## config.mk

```make
export PLATFORM = sky130hd
export DESIGN_NAME = addr_pin_decoder
export DESIGN_NICKNAME = d
export VERILOG_FILES = /design/src/rtl/adp_pkg.sv /design/src/rtl/adp_sync.sv /design/src/rtl/adp_bus_monitor.sv /design/src/rtl/adp_pin_classifier.sv /design/src/rtl/addr_pin_decoder.sv
export SDC_FILE = /design/constraint.sdc
export NUM_CORES = 1
export LEC_CHECK = 0
export ABC_CLOCK_PERIOD_IN_PS = 2290
export BUFFER_PORTS_ARGS = -buffer_cell sky130_fd_sc_hd__buf_2
export CAP_MARGIN = 5
export CORE_MARGIN = 2
export CORE_UTILIZATION = 55
export DETAILED_ROUTE_END_ITERATION = 12
export PLACE_DENSITY = 0.73
export SETUP_SLACK_MARGIN = 0.02
export SLEW_MARGIN = 25
export SYNTH_ARGS = -nofsm -noshare
export SYNTH_HDL_FRONTEND = slang
export SYNTH_HIERARCHICAL = 1
export SYNTH_SLANG_ARGS = --single-unit
```

## constraint.sdc

```tcl
create_clock -name clk -period 2.29 [get_ports clk]
set_clock_uncertainty 0.15 [all_clocks]
set_input_delay 0.3435 -clock clk [delete_from_list [all_inputs] [get_ports clk]]
set_output_delay 0.3435 -clock clk [all_outputs]
set_load 0.05 [all_outputs]
```

## src/rtl/adp_pkg.sv

```systemverilog
// Package: shared types for the address pin decoder.
// Assumes: the code values are part of the address encoding and must not change.
package adp_pkg;

    // Strap connection of one address-select pin; value is its address code.
    typedef enum logic [1:0] {
        CONN_GND = 2'b00,
        CONN_VDD = 2'b01,
        CONN_SDA = 2'b10,
        CONN_SCL = 2'b11
    } conn_e;

    // Per-pin classification phase.
    typedef enum logic [1:0] {
        PH_SETTLE  = 2'b00,
        PH_OBSERVE = 2'b01,
        PH_DONE    = 2'b10
    } phase_e;

endpackage

```

## src/rtl/adp_sync.sv

```systemverilog
// Module: adp_sync
// Multi-stage synchronizer for a vector of asynchronous inputs.
// Assumes: all bits share the same depth, so their relative timing is preserved.
// Every stage resets high, which matches idle bus lines.
module adp_sync #(
    parameter int W      = 4,
    parameter int STAGES = 2
) (
    input  logic         clk,
    input  logic         rst_n,
    input  logic [W-1:0] d_in,
    output logic [W-1:0] d_out
);
    logic [W-1:0] stg [STAGES];

    // Shift the raw inputs through the synchronizer chain.
    always_ff @(posedge clk) begin
        if (!rst_n) begin
            for (int i = 0; i < STAGES; i++) stg[i] <= '1;
        end else begin
            stg[0] <= d_in;
            for (int i = 1; i < STAGES; i++) stg[i] <= stg[i-1];
        end
    end

    assign d_out = stg[STAGES-1];
endmodule

```

## src/rtl/adp_bus_monitor.sv

```systemverilog
// Module: adp_bus_monitor
// Finds edges on the synchronized bus lines, for use by the pin classifiers.
// Assumes: its inputs are already synchronized. Its outputs are one-cycle pulses
// that line up with the current synchronized sample.
module adp_bus_monitor (
    input  logic clk,
    input  logic rst_n,
    input  logic sda_s,
    input  logic scl_s,
    output logic scl_rise,
    output logic scl_fall,
    output logic sda_edge
);
    logic sda_q;
    logic scl_q;

    // Keep the previous sample of each line.
    always_ff @(posedge clk) begin
        if (!rst_n) begin
            sda_q <= 1'b1;
            scl_q <= 1'b1;
        end else begin
            sda_q <= sda_s;
            scl_q <= scl_s;
        end
    end

    // Edge pulses from the current and previous samples.
    always_comb begin
        scl_rise = scl_s & ~scl_q;
        scl_fall = ~scl_s & scl_q;
        sda_edge = sda_s ^ sda_q;
    end
endmodule

```

## src/rtl/adp_pin_classifier.sv

```systemverilog
// Module: adp_pin_classifier
// Works out what one address-select pin is strapped to.
// Flow: wait SETTLE_CYC clocks, snapshot the pin (low = ground, final), then
// gather evidence against the bus until one full SCL high period and one
// SDA edge are seen, then decide. The result holds until reset.
// Assumes: pin, sda and scl come through one common synchronizer.
module adp_pin_classifier
    import adp_pkg::*;
#(
    parameter int SETTLE_CYC = 3
) (
    input  logic  clk,
    input  logic  rst_n,
    input  logic  pin_s,
    input  logic  sda_s,
    input  logic  scl_s,
    input  logic  scl_rise,
    input  logic  scl_fall,
    input  logic  sda_edge,
    output conn_e code,
    output logic  final_o
);
    localparam int CW = $clog2(SETTLE_CYC + 1);
    localparam logic [CW-1:0] CNT_LAST = CW'(SETTLE_CYC - 1);

    phase_e      phase;
    logic [CW-1:0] cnt;
    logic        low_seen, mis_sda, mis_scl, rise_seen, period_done, sdae_seen;
    logic        low_n, mis_sda_n, mis_scl_n, rise_n, period_n, sdae_n;
    conn_e       verdict;

    // Fold the current sample into the evidence gathered so far.
    always_comb begin
        low_n     = low_seen | ~pin_s;
        mis_sda_n = mis_sda | (pin_s ^ sda_s);
        mis_scl_n = mis_scl | (pin_s ^ scl_s);
        rise_n    = rise_seen | scl_rise;
        period_n  = period_done | (rise_seen & scl_fall);
        sdae_n    = sdae_seen | sda_edge;
    end

    // Decide the connection from the evidence, data line first.
    always_comb begin
        if (!low_n)          verdict = CONN_VDD;
        else if (!mis_sda_n) verdict = CONN_SDA;
        else if (!mis_scl_n) verdict = CONN_SCL;
        else                 verdict = CONN_GND;
    end

    // Phase sequencing, evidence registers and result.
    always_ff @(posedge clk) begin
        if (!rst_n) begin
            phase       <= PH_SETTLE;
            cnt         <= '0;
            code        <= CONN_VDD;
            final_o     <= 1'b0;
            low_seen    <= 1'b0;
            mis_sda     <= 1'b0;
            mis_scl     <= 1'b0;
            rise_seen   <= 1'b0;
            period_done <= 1'b0;
            sdae_seen   <= 1'b0;
        end else begin
            case (phase)
                PH_SETTLE: begin
                    if (cnt == CNT_LAST) begin
                        if (!pin_s) begin
                            code    <= CONN_GND;
                            final_o <= 1'b1;
                            phase   <= PH_DONE;
                        end else begin
                            code  <= CONN_VDD;
                            phase <= PH_OBSERVE;
                        end
                    end else begin
                        cnt <= cnt + 1'b1;
                    end
                end
                PH_OBSERVE: begin
                    low_seen    <= low_n;
                    mis_sda     <= mis_sda_n;
                    mis_scl     <= mis_scl_n;
                    rise_seen   <= rise_n;
                    period_done <= period_n;
                    sdae_seen   <= sdae_n;
                    if (period_n && sdae_n) begin
                        code    <= verdict;
                        final_o <= 1'b1;
                        phase   <= PH_DONE;
                    end
                end
                default: begin
                    phase <= PH_DONE;
                end
            endcase
        end
    end
endmodule

```

## src/rtl/addr_pin_decoder.sv

```systemverilog
// Module: addr_pin_decoder (top)
// Decodes two four-level address-select pins into a 7-bit target address,
// a valid flag and two nibble pullup enables.
// Assumes: all inputs are asynchronous. Reset is synchronous and active low.
module addr_pin_decoder
    import adp_pkg::*;
#(
    parameter int         SYNC_STAGES = 2,
    parameter int         SETTLE_CYC  = 3,
    parameter logic [2:0] ADDR_HI     = 3'b110
) (
    input  logic       clk,
    input  logic       rst_n,
    input  logic       pin_a,
    input  logic       pin_b,
    input  logic       sda_in,
    input  logic       scl_in,
    output logic [6:0] dev_addr,
    output logic       addr_valid,
    output logic       pullup_lo,
    output logic       pullup_hi
);
    localparam int NPIN = 2;
    localparam int SW   = NPIN + 2;

    logic [SW-1:0]   raw_v, sync_v;
    logic [NPIN-1:0] pin_s;
    logic            sda_s, scl_s;
    logic            scl_rise, scl_fall, sda_edge;
    conn_e           code [NPIN];
    logic [NPIN-1:0] fin;
    logic [NPIN-1:0] pu;

    assign raw_v = {scl_in, sda_in, pin_b, pin_a};

    adp_sync #(.W(SW), .STAGES(SYNC_STAGES)) u_sync (
        .clk   (clk),
        .rst_n (rst_n),
        .d_in  (raw_v),
        .d_out (sync_v)
    );

    assign pin_s = sync_v[NPIN-1:0];
    assign sda_s = sync_v[NPIN];
    assign scl_s = sync_v[NPIN+1];

    adp_bus_monitor u_mon (
        .clk      (clk),
        .rst_n    (rst_n),
        .sda_s    (sda_s),
        .scl_s    (scl_s),
        .scl_rise (scl_rise),
        .scl_fall (scl_fall),
        .sda_edge (sda_edge)
    );

    for (genvar g = 0; g < NPIN; g++) begin : g_pin
        adp_pin_classifier #(.SETTLE_CYC(SETTLE_CYC)) u_cls (
            .clk      (clk),
            .rst_n    (rst_n),
            .pin_s    (pin_s[g]),
            .sda_s    (sda_s),
            .scl_s    (scl_s),
            .scl_rise (scl_rise),
            .scl_fall (scl_fall),
            .sda_edge (sda_edge),
            .code     (code[g]),
            .final_o  (fin[g])
        );
        assign pu[g] = (code[g] != CONN_GND);
    end

    // Assemble the outputs from the per-pin results.
    always_comb begin
        dev_addr   = {ADDR_HI, code[1], code[0]};
        addr_valid = &fin;
        pullup_lo  = pu[0];
        pullup_hi  = pu[1];
    end
endmodule

```

==> out/qor.yml <==
vias: 1130
dp_hpwl_um: 1711
synth_commonest_cells: "36 x dfxtp_1, 16 x a21oi_1, 14 x nor2b_1"
dr.pass1.iters: 5
grt_pass1_vias: 1032
maxUsedRoutingLayer: "met4"
cp.arrival_ns: 1.95
cts_hold_buf: 0
slew-limit-headroom_pct: 58.96
syn_area_um2: 1622
fin_nets: 187
drc_errors: 0
outcome: "complete, no violations"
finalSetupViolCount: 0
cts_root_buf: "clkbuf_4"
synth_area_leaders: "dfxtp_1 44%, nor2b_1 5.4%, a21oi_1 4.9%"
avgRoutedWirePerCell_um: 11.92
pin_count: 16
period_needed_ns: 1.857
design_area_um2: 1728
grt_pass1_wl_um: 4381
overflow: 0
yosysMostFrequentCell: "dfxtp_1"
cts_resized: 0
min_path_type: "input pin to register"
dp_cells: 203
synth_cell_types: 33
rsz0062_at_grt: "false"
timing.hold.ws_ns: 0.04115
wl_met1_um: 1292
crit_type: "register to register"
cts_max_path_buffers: 2
hold_viol: 0
totalWireLength_um: 2516
utilization_pct: 62.12
grt_usage_pct: 17.03
grt_max_degree: 39
path_clk_slew_ns: 0.11
netlist.area_leader.share_pct: 44.44
drtIter0Drc: 32
wl_met3_um: 114
die_h_um: 58.30
postRouteAntennaNets: 0
die_x_um: 58.30
port_buffers: 12
postPlaceCellArea_um2: 1652
die_area_um2: 3399
core_area_um2: 2781
min-delay-start: "sda_in"
critPathCaptureType: "register"
yosysSeqAreaShare_pct: 44.44
initial_core_util_pct: 58.30
clkSinkCount: 36
timing.setup.tns_ns: 0
ys_ff_latch: 36
max_freq_ghz: 0.5386
avgSynthCellArea_um2: 9.483
synth_edf_count: 0
worstPathRequired_ns: 2.38
cap_violations: 0
viasPerCell: 5.355
cts_tree: "yes"
worst_pin_slew_ns: 0.6156
stdcell_count: 211
place_congestion: 0.7521
synthFlopType: "dfxtp_1"
ys_warn_count: 6
rows: 19
path_max_fanout: 6
yosys.area.top_type: "dfxtp_1"
n_antenna_cell: 0
rr_startpoint: "u_sync/stg[0][6]$_SDFF_PN1_"
drive_gt1_share_pct: 17.78
insertion_delay_ns: 0.33
vdd_drop_max_mv: 0.5968
crit_start: "u_sync/stg[0][6]$_SDFF_PN1_"
slew_violations: 0
syn_inst: 171
p_leak_uw: 0.0006649
synthArstFlopShare_pct: 0
htreeDepth: 2
wl_met2_um: 1089
antenna_found_initial: 0
power_density_nw_per_um2: 883.7
fin_crit_sh_pct: 81.07
start_kind: "register"
area_delta_synth_final_pct: 6.559
numCtsBuffers: 5
post_cts_buffers: 0
-- report_power, final --
| part | total, uW | internal, uW | switching [uW] |
|---|---|---|---|
| Combinational | 363 | 167 | 196 |
| Clock | 428 | 229 | 199 |
| Sequential | 736 | 686 | 49.7 |
| Total | 1530 | 1080 | 444 |
-- placed cells by master, fill, tap and decap left out, types with 3 or more instances in the layout --
cell,instances
nor2b_1,14
o21a_1,4
conb_1,3
a21o_1,4
nand2_1,8
and2_1,3
buf_2,12
o21ai_0,8
dfxtp_1,36
clkbuf_4,5
nand2b_1,12
inv_1,6
a21oi_1,16
xor2_1,5
nor2_1,8
-- kinds of logic after synthesis --
kind of cell	count (synthesis)	share of synthesized area (%)
simple gates	57	22.15
compound gates	48	21.30
flops	36	44.44
buf+inv	19	6.327
xor+xnor	7	3.781
fa+ha+maj	2	1.543
other cells	2	0.4631
-- registers in the layout (all words and copies together) (netlist names), 4 cells and up --
signal	count
u_sync/stg	8
g_pin.u_cls/cnt	4
g_pin.u_cls/code	4
g_pin.u_cls/phase	4
-- worst max-delay path, cell delays in order, from the launching register on --
cell	delay (ns)
dfxtp_1	0.44
xor2_1	0.36
nor2_1	0.13
o32ai_4	0.31
o21ai_1	0.10
o32ai_1	0.27
-- stage by stage --
stage | power, uW | setup slack [ns]
after floorplan | 1063 | 0.6093
after global placement | 1095 | 0.4930
after global routing | 1634 | 0.2512
after detailed placement | 1113 | 0.4119
final | 1527 | 0.4335
after CTS | 1544 | 0.4007
-- worst paths after layout --
path	end	slack [ns]	cells after the start
max	g_pin[1].u_cls/code[1]$_SDFFE_PN0P_	0.43	5
min	u_sync/stg[0][2]$_SDFF_PN1_	0.04	2
max reg2reg	g_pin[1].u_cls/code[1]$_SDFFE_PN0P_	0.43	5
min reg2reg	u_sync/stg[0][6]$_SDFF_PN1_	0.27	1
-- per-layer routing --
layer | track usage [%] | vias up
li1 | - | 586
met5 | 0 | -
met1 | 22.16 | 521
met3 | 7.253 | 2
met4 | 4.983 | 0
met2 | 25.84 | 21
-- layout make-up --
cell class                 instances  area [um^2]
clock buffer                       6        41.29
clock inverter                     2        35.03
fill                             258         1054
inverter                           6        22.52
multi-input combinational        117        802.0
sequential                        36        720.7
tap                               31        38.79
timing repair buffer              13        67.56
Power figures use the tool's default switching activity.
